**config.mk**
```make
export PLATFORM = sky130hd
export DESIGN_NAME = xbar_fabric
export DESIGN_NICKNAME = d
export VERILOG_FILES = /design/src/rtl/xbar_pkg.sv /design/src/rtl/xbar_legal_check.sv /design/src/rtl/xbar_cfg_store.sv /design/src/rtl/xbar_out_port.sv /design/src/rtl/xbar_fabric.sv
export SDC_FILE = /design/constraint.sdc
export NUM_CORES = 1
export LEC_CHECK = 0
export BUFFER_PORTS_ARGS = -buffer_cell sky130_fd_sc_hd__buf_2
export CORE_MARGIN = 1
export CORE_UTILIZATION = 43
export CTS_BUF_LIST = sky130_fd_sc_hd__clkbuf_4 sky130_fd_sc_hd__clkbuf_8
export DETAILED_ROUTE_END_ITERATION = 8
export PLACE_DENSITY = 0.74
export SLEW_MARGIN = 10
export SYNTH_ARGS = -nofsm -noshare
export SYNTH_HDL_FRONTEND = slang
export SYNTH_HIERARCHICAL = 1
export SYNTH_SLANG_ARGS = --single-unit
```
**constraint.sdc**
```tcl
create_clock -name clk -period 1.4 [get_ports clk]
set_input_delay 0.21 -clock clk [delete_from_list [all_inputs] [get_ports clk]]
set_output_delay 0.21 -clock clk [all_outputs]
set_load 0.1 [all_outputs]
```
**src/rtl/xbar_pkg.sv**
```systemverilog
package xbar_pkg;
  typedef enum logic {
    XB_FANOUT = 1'b0,
    XB_PAIRED = 1'b1
  } xb_mode_e;
endpackage

```
**src/rtl/xbar_legal_check.sv**
```systemverilog
module xbar_legal_check
  import xbar_pkg::*;
#(
  parameter int NUM_IN  = 4,
  parameter int NUM_OUT = 4
) (
  input  xb_mode_e                      mode,
  input  logic [NUM_IN*NUM_OUT-1:0]     mat,
  output logic                          legal
);
  logic [NUM_OUT-1:0] col_ok;
  logic [NUM_IN-1:0]  row_ok;

  // each output column: at most one closed crosspoint
  for (genvar o = 0; o < NUM_OUT; o++) begin : g_col
    assign col_ok[o] = $onehot0(mat[o*NUM_IN +: NUM_IN]);
  end

  // each input row: gather its bits across all columns
  for (genvar i = 0; i < NUM_IN; i++) begin : g_row
    logic [NUM_OUT-1:0] row_bits;
    for (genvar o = 0; o < NUM_OUT; o++) begin : g_bit
      assign row_bits[o] = mat[o*NUM_IN + i];
    end
    assign row_ok[i] = $onehot0(row_bits);
  end

  always_comb begin
    legal = &col_ok;
    if (mode == XB_PAIRED) legal = legal & (&row_ok);
  end
endmodule

```
**src/rtl/xbar_cfg_store.sv**
```systemverilog
module xbar_cfg_store
  import xbar_pkg::*;
#(
  parameter int NUM_IN  = 4,
  parameter int NUM_OUT = 4
) (
  input  logic                      clk,
  input  logic                      rst_n,
  input  xb_mode_e                  mode_i,
  input  logic                      wr_i,
  input  logic [NUM_IN*NUM_OUT-1:0] mat_i,
  input  logic                      legal_i,
  output logic [NUM_IN*NUM_OUT-1:0] mat_o,
  output xb_mode_e                  mode_o,
  output logic                      err_o
);
  localparam int NXP = NUM_IN * NUM_OUT;

  logic [NXP-1:0] mat_q, mat_d;
  xb_mode_e       mode_q, mode_d;
  logic           err_q, err_d;
  logic           mat_en;
  logic           mode_chg;

  assign mode_chg = (mode_i != mode_q);

  always_comb begin
    mode_d = mode_i;
    mat_d  = mat_q;
    err_d  = 1'b0;
    mat_en = 1'b0;
    if (mode_chg) begin
      mat_d  = '0;
      mat_en = 1'b1;
    end else if (wr_i) begin
      if (legal_i) begin
        mat_d  = mat_i;
        mat_en = 1'b1;
      end else begin
        err_d = 1'b1;
      end
    end
  end

  always_ff @(posedge clk or negedge rst_n) begin
    if (!rst_n) begin
      mat_q  <= '0;
      mode_q <= XB_FANOUT;
      err_q  <= 1'b0;
    end else begin
      if (mat_en) mat_q <= mat_d;
      mode_q <= mode_d;
      err_q  <= err_d;
    end
  end

  assign mat_o  = mat_q;
  assign mode_o = mode_q;
  assign err_o  = err_q;

  AST_KEEP_ON_REJECT: assert property (@(posedge clk) disable iff (!rst_n)
    err_q |-> (mat_q == $past(mat_q)));
  AST_ERR_NEEDS_WRITE: assert property (@(posedge clk) disable iff (!rst_n)
    err_q |-> $past(wr_i));
  AST_MODE_CLEARS: assert property (@(posedge clk) disable iff (!rst_n)
    (mode_q != $past(mode_q)) |-> (mat_q == '0));

  for (genvar o = 0; o < NUM_OUT; o++) begin : g_acol
    AST_COL_EXCLUSIVE: assert property (@(posedge clk) disable iff (!rst_n)
      $onehot0(mat_q[o*NUM_IN +: NUM_IN]));
  end

  for (genvar i = 0; i < NUM_IN; i++) begin : g_arow
    logic [NUM_OUT-1:0] row_q;
    for (genvar o = 0; o < NUM_OUT; o++) begin : g_rb
      assign row_q[o] = mat_q[o*NUM_IN + i];
    end
    AST_ROW_EXCLUSIVE: assert property (@(posedge clk) disable iff (!rst_n)
      (mode_q == XB_PAIRED) |-> $onehot0(row_q));
  end
endmodule

```
**src/rtl/xbar_out_port.sv**
```systemverilog
module xbar_out_port #(
  parameter int NUM_IN = 4,
  parameter int DW     = 8
) (
  input  logic                 clk,
  input  logic                 rst_n,
  input  logic [NUM_IN-1:0]    sel_col,
  input  logic [NUM_IN*DW-1:0] in_data,
  input  logic [NUM_IN-1:0]    in_valid,
  output logic [DW-1:0]        data_o,
  output logic                 valid_o
);
  logic [DW-1:0] data_q, data_d;
  logic          valid_q, valid_d;
  logic          en;

  // AND-OR selection; column is one-hot or empty
  always_comb begin
    data_d = '0;
    for (int i = 0; i < NUM_IN; i++) begin
      if (sel_col[i]) data_d = data_d | in_data[i*DW +: DW];
    end
    valid_d = |(sel_col & in_valid);
    en      = (|sel_col) | valid_q | (|data_q);
  end

  always_ff @(posedge clk or negedge rst_n) begin
    if (!rst_n) begin
      data_q  <= '0;
      valid_q <= 1'b0;
    end else if (en) begin
      data_q  <= data_d;
      valid_q <= valid_d;
    end
  end

  assign data_o  = data_q;
  assign valid_o = valid_q;

  AST_OPEN_IDLE: assert property (@(posedge clk) disable iff (!rst_n)
    $past(sel_col == '0) |-> (data_o == '0 && !valid_o));
  AST_VALID_SOURCE: assert property (@(posedge clk) disable iff (!rst_n)
    valid_o |-> $past(|(sel_col & in_valid)));
endmodule

```
**src/rtl/xbar_fabric.sv**
```systemverilog
module xbar_fabric
  import xbar_pkg::*;
#(
  parameter int NUM_IN  = 4,
  parameter int NUM_OUT = 4,
  parameter int DW      = 8
) (
  input  logic                        clk,
  input  logic                        rst_n,
  input  logic                        mode_i,
  input  logic                        cfg_wr_i,
  input  logic [NUM_IN*NUM_OUT-1:0]   cfg_mat_i,
  input  logic [NUM_IN*DW-1:0]        in_data_i,
  input  logic [NUM_IN-1:0]           in_valid_i,
  output logic [NUM_OUT*DW-1:0]       out_data_o,
  output logic [NUM_OUT-1:0]          out_valid_o,
  output logic                        cfg_err_o
);
  localparam int NXP = NUM_IN * NUM_OUT;

  xb_mode_e       mode_req;
  xb_mode_e       mode_cur;
  logic           legal;
  logic [NXP-1:0] mat_cur;

  assign mode_req = xb_mode_e'(mode_i);

  xbar_legal_check #(.NUM_IN(NUM_IN), .NUM_OUT(NUM_OUT)) u_check (
    .mode  (mode_req),
    .mat   (cfg_mat_i),
    .legal (legal)
  );

  xbar_cfg_store #(.NUM_IN(NUM_IN), .NUM_OUT(NUM_OUT)) u_store (
    .clk     (clk),
    .rst_n   (rst_n),
    .mode_i  (mode_req),
    .wr_i    (cfg_wr_i),
    .mat_i   (cfg_mat_i),
    .legal_i (legal),
    .mat_o   (mat_cur),
    .mode_o  (mode_cur),
    .err_o   (cfg_err_o)
  );

  for (genvar o = 0; o < NUM_OUT; o++) begin : g_out
    xbar_out_port #(.NUM_IN(NUM_IN), .DW(DW)) u_port (
      .clk      (clk),
      .rst_n    (rst_n),
      .sel_col  (mat_cur[o*NUM_IN +: NUM_IN]),
      .in_data  (in_data_i),
      .in_valid (in_valid_i),
      .data_o   (out_data_o[o*DW +: DW]),
      .valid_o  (out_valid_o[o])
    );
  end

  AST_ERR_PULSE_MODE: assert property (@(posedge clk) disable iff (!rst_n)
    cfg_err_o |-> (mode_cur == $past(mode_cur)));
endmodule

```
==> flow_summary.ini <==
[status]
outcome = finished, violations left
violations = design-rule violations, negative setup slack

[place]
dp_slack_ns = -1.31
hpwl_mm = 5.51
portBuffers = 92
placedCellCount = 477
gp_congestion = 0.866

[cts]
root_buffer = clkbuf_8
cts_tree = built
cts_made_buffers = 5
clockBufferDepth = 2
cts.clk_slew.worst_paths_ns = 0.09
h-tree-depth = 2
clk_latency_ns = 0.30
cts_sinks = 54

[floorplan]
rows = 30
die_y_um = 86.8
start_util_pct = 45.0
dieArea_um2 = 7530
die_w_um = 86.8
core_area_um2 = 6870
ios = 93

[synth]
synth_seq_cells = 54
synthCells = 289
avgSynthCellArea_um2 = 10.7
syn_nets = 361
syn_area_um2 = 3090
yosys_warnings = 6
ys_seq_area_share_pct = 43.7
synthDistinctLibCells = 24

[grt]
grt_usage_pct = 21.5
grt_max_degree = 55
grt_pass1_wl_mm = 12.5
grt_pass1_vias = 2599
antenna_found_initial = 0
grt-ovfl-total = 0

[critical_path]
worstSetupEndpointType = flip-flop
crit_arrival_ns = 2.49
cp.required_ns = 1.55
worst-setup-path-type = primary input to flip-flop
cp_max_fo = 5
startpoint_type = primary input

[finish]
num_antenna_cells = 0
seq_area_um2 = 1350
final_common_cell = buf_2
fillers = 617
area_delta_synth_final_pct = 26.1
multiInputGateArea_um2 = 1440
layout-drive-gt1-share_pct = 40.5
layout_common_cells = buf_2, a22oi_1, dfrtp_1
utilization_pct = 56.7
fin_nets = 467
fin_cells = 491

[routing]
m1WireLength_mm = 3.54
dr_wl_met2_mm = 3.62
dr_wl_met3_um = 724
detail_route.iter0.violations = 316
vias = 2703
ant_nets = 0
highest_layer = met4
viasPerCell = 5.51
drc_errors = 1
routed_wl_mm = 8.13
firstDrtPassIters = 7
wire_per_inst_um = 16.6

[timing]
finalCriticalPeriod_ns = 2.35
maxSlewHeadroom_pct = 42.8
drv_slew = 0
fmax_ghz = 0.426
skew_ns = 0.00211
fin_ws_ns = -0.946
setup-violations-final = 17
hold_violations = 0
rsz0062_at_grt = yes
tightest_slew_ns = 0.857
post-route-period-util_pct = 168

[run]
max-cap-violations = 0

[pwr]
ir_worst_vdd_mv = 0.420
powerDensity_nw_per_um2 = 786
p_leak_nw = 2.06

[hold_path]
hp-class = primary input to flip-flop
timing repair:
item	4_1_cts	5_1_grt
cloned	2	1
endpoints found under the hold margin	54	0
setup endpoints to repair	17	17
setup buffers	2	1
gates resized for setup	10	3
hold buffers	1	0
pin swaps	1	2
cell usage after synthesis, drive strengths merged:
library cell | number | share of area, %
inv | 22 | 2.7
o221ai | 1 | 0.28
nand2b | 1 | 0.20
a211o | 1 | 0.28
buf | 24 | 7.9
a21bo | 16 | 5.2
nand2 | 38 | 4.6
nor3b | 3 | 0.89
ha | 8 | 3.2
fa | 8 | 5.2
xor2 | 1 | 0.53
nor3 | 1 | 0.32
o22ai | 1 | 0.20
o31a | 1 | 0.28
nand3 | 17 | 2.8
dfrtp | 54 | 44
a22oi | 72 | 18
nand3b | 1 | 0.24
a21oi | 18 | 2.9
clkbuf | 1 | 0.45
critical path: stages:
cell,delay (ns)
buf_12,0.09
inv_12,0.03
fa_1,0.52
inv_1,0.04
ha_2,0.18
inv_2,0.08
ha_4,0.20
nor3b_2,0.14
a21oi_1,0.05
o31a_1,0.30
nor3_4,0.14
buf_6,0.17
buf_12,0.12
a21bo_2,0.13
a21oi_1,0.07
registers in the layout, summed over array words and instances, names as in the netlist:
name and flops:
g_out.u_port/data_o 32, g_out.u_port/valid_o 4, u_store/err_o 1, u_store/mat_o 16
u_store/mode_o 1
metrics by stage:
stage	total power, mW	instance area [um^2]	hold WS, ns	setup TNS [ns]
floorplan	1.94	3130	-0.0856	-16.01
global placement	2.20	3650	0.220	-21.11
detailed placement	2.22	3650	0.225	-22.03
CTS	3.07	3850	0.0756	-15.19
global route	3.20	3900	0.0682	-17.57
finish	3.06	3900	0.0732	-15.49
final timing paths:
kind	start	to	slack, ns	cells after the start
hold / removal	mode_i	u_store/mode_o	0.07	1
min in group asynchronous	rst_n	g_out[0].u_port/data_o[4]	0.41	3
max in group asynchronous	rst_n	g_out[0].u_port/data_o[7]	0.73	3
hold reg to reg	u_store/mat_o[11]	g_out[2].u_port/data_o[6]	0.78	2
setup / recovery	cfg_mat_i[12]	u_store/mat_o[14]	-0.95	15
setup reg to reg	u_store/mode_o	u_store/err_o	0.02	2
layer usage:
metal  global-route usage, %  up-vias
li1                        -     1249
met3                    4.95       24
met4                    10.8        0
met2                    33.3      188
met1                    28.3     1242
met5                       0        -
report_power, final:
part	internal, mW	switching [mW]	total, mW
logic	0.230	0.397	0.627
clock network	0.342	0.499	0.841
registers	1.58	0.0159	1.59
total	2.15	0.912	3.06
cell families (layout without fill, tap and decap cells):
family                   count (synthesis)  in the layout  synth area share (%)
flip-flops                              54             54                  43.7
buffers and inverters                   47            153                  11.0
AO/OA/AOI/OAI                          110            110                  27.3
XOR/XNOR                                 1              1                 0.526
adder cells (fa/ha/maj)                 16             16                  8.42
AND/OR/NAND/NOR                         61             61                  9.02
layout make-up:
| cell class | instances | share of cell area [%] |
|---|---|---|
| Inverter | 22 | 2.44 |
| Sequential cell | 54 | 34.7 |
| Tap cell | 96 | 3.08 |
| Timing Repair Buffer | 124 | 20.8 |
| Multi-Input combinational cell | 188 | 36.9 |
| Clock inverter | 2 | 0.385 |
| Clock buffer | 5 | 1.77 |
No activity file was read; power rests on OpenSTA's default activity.
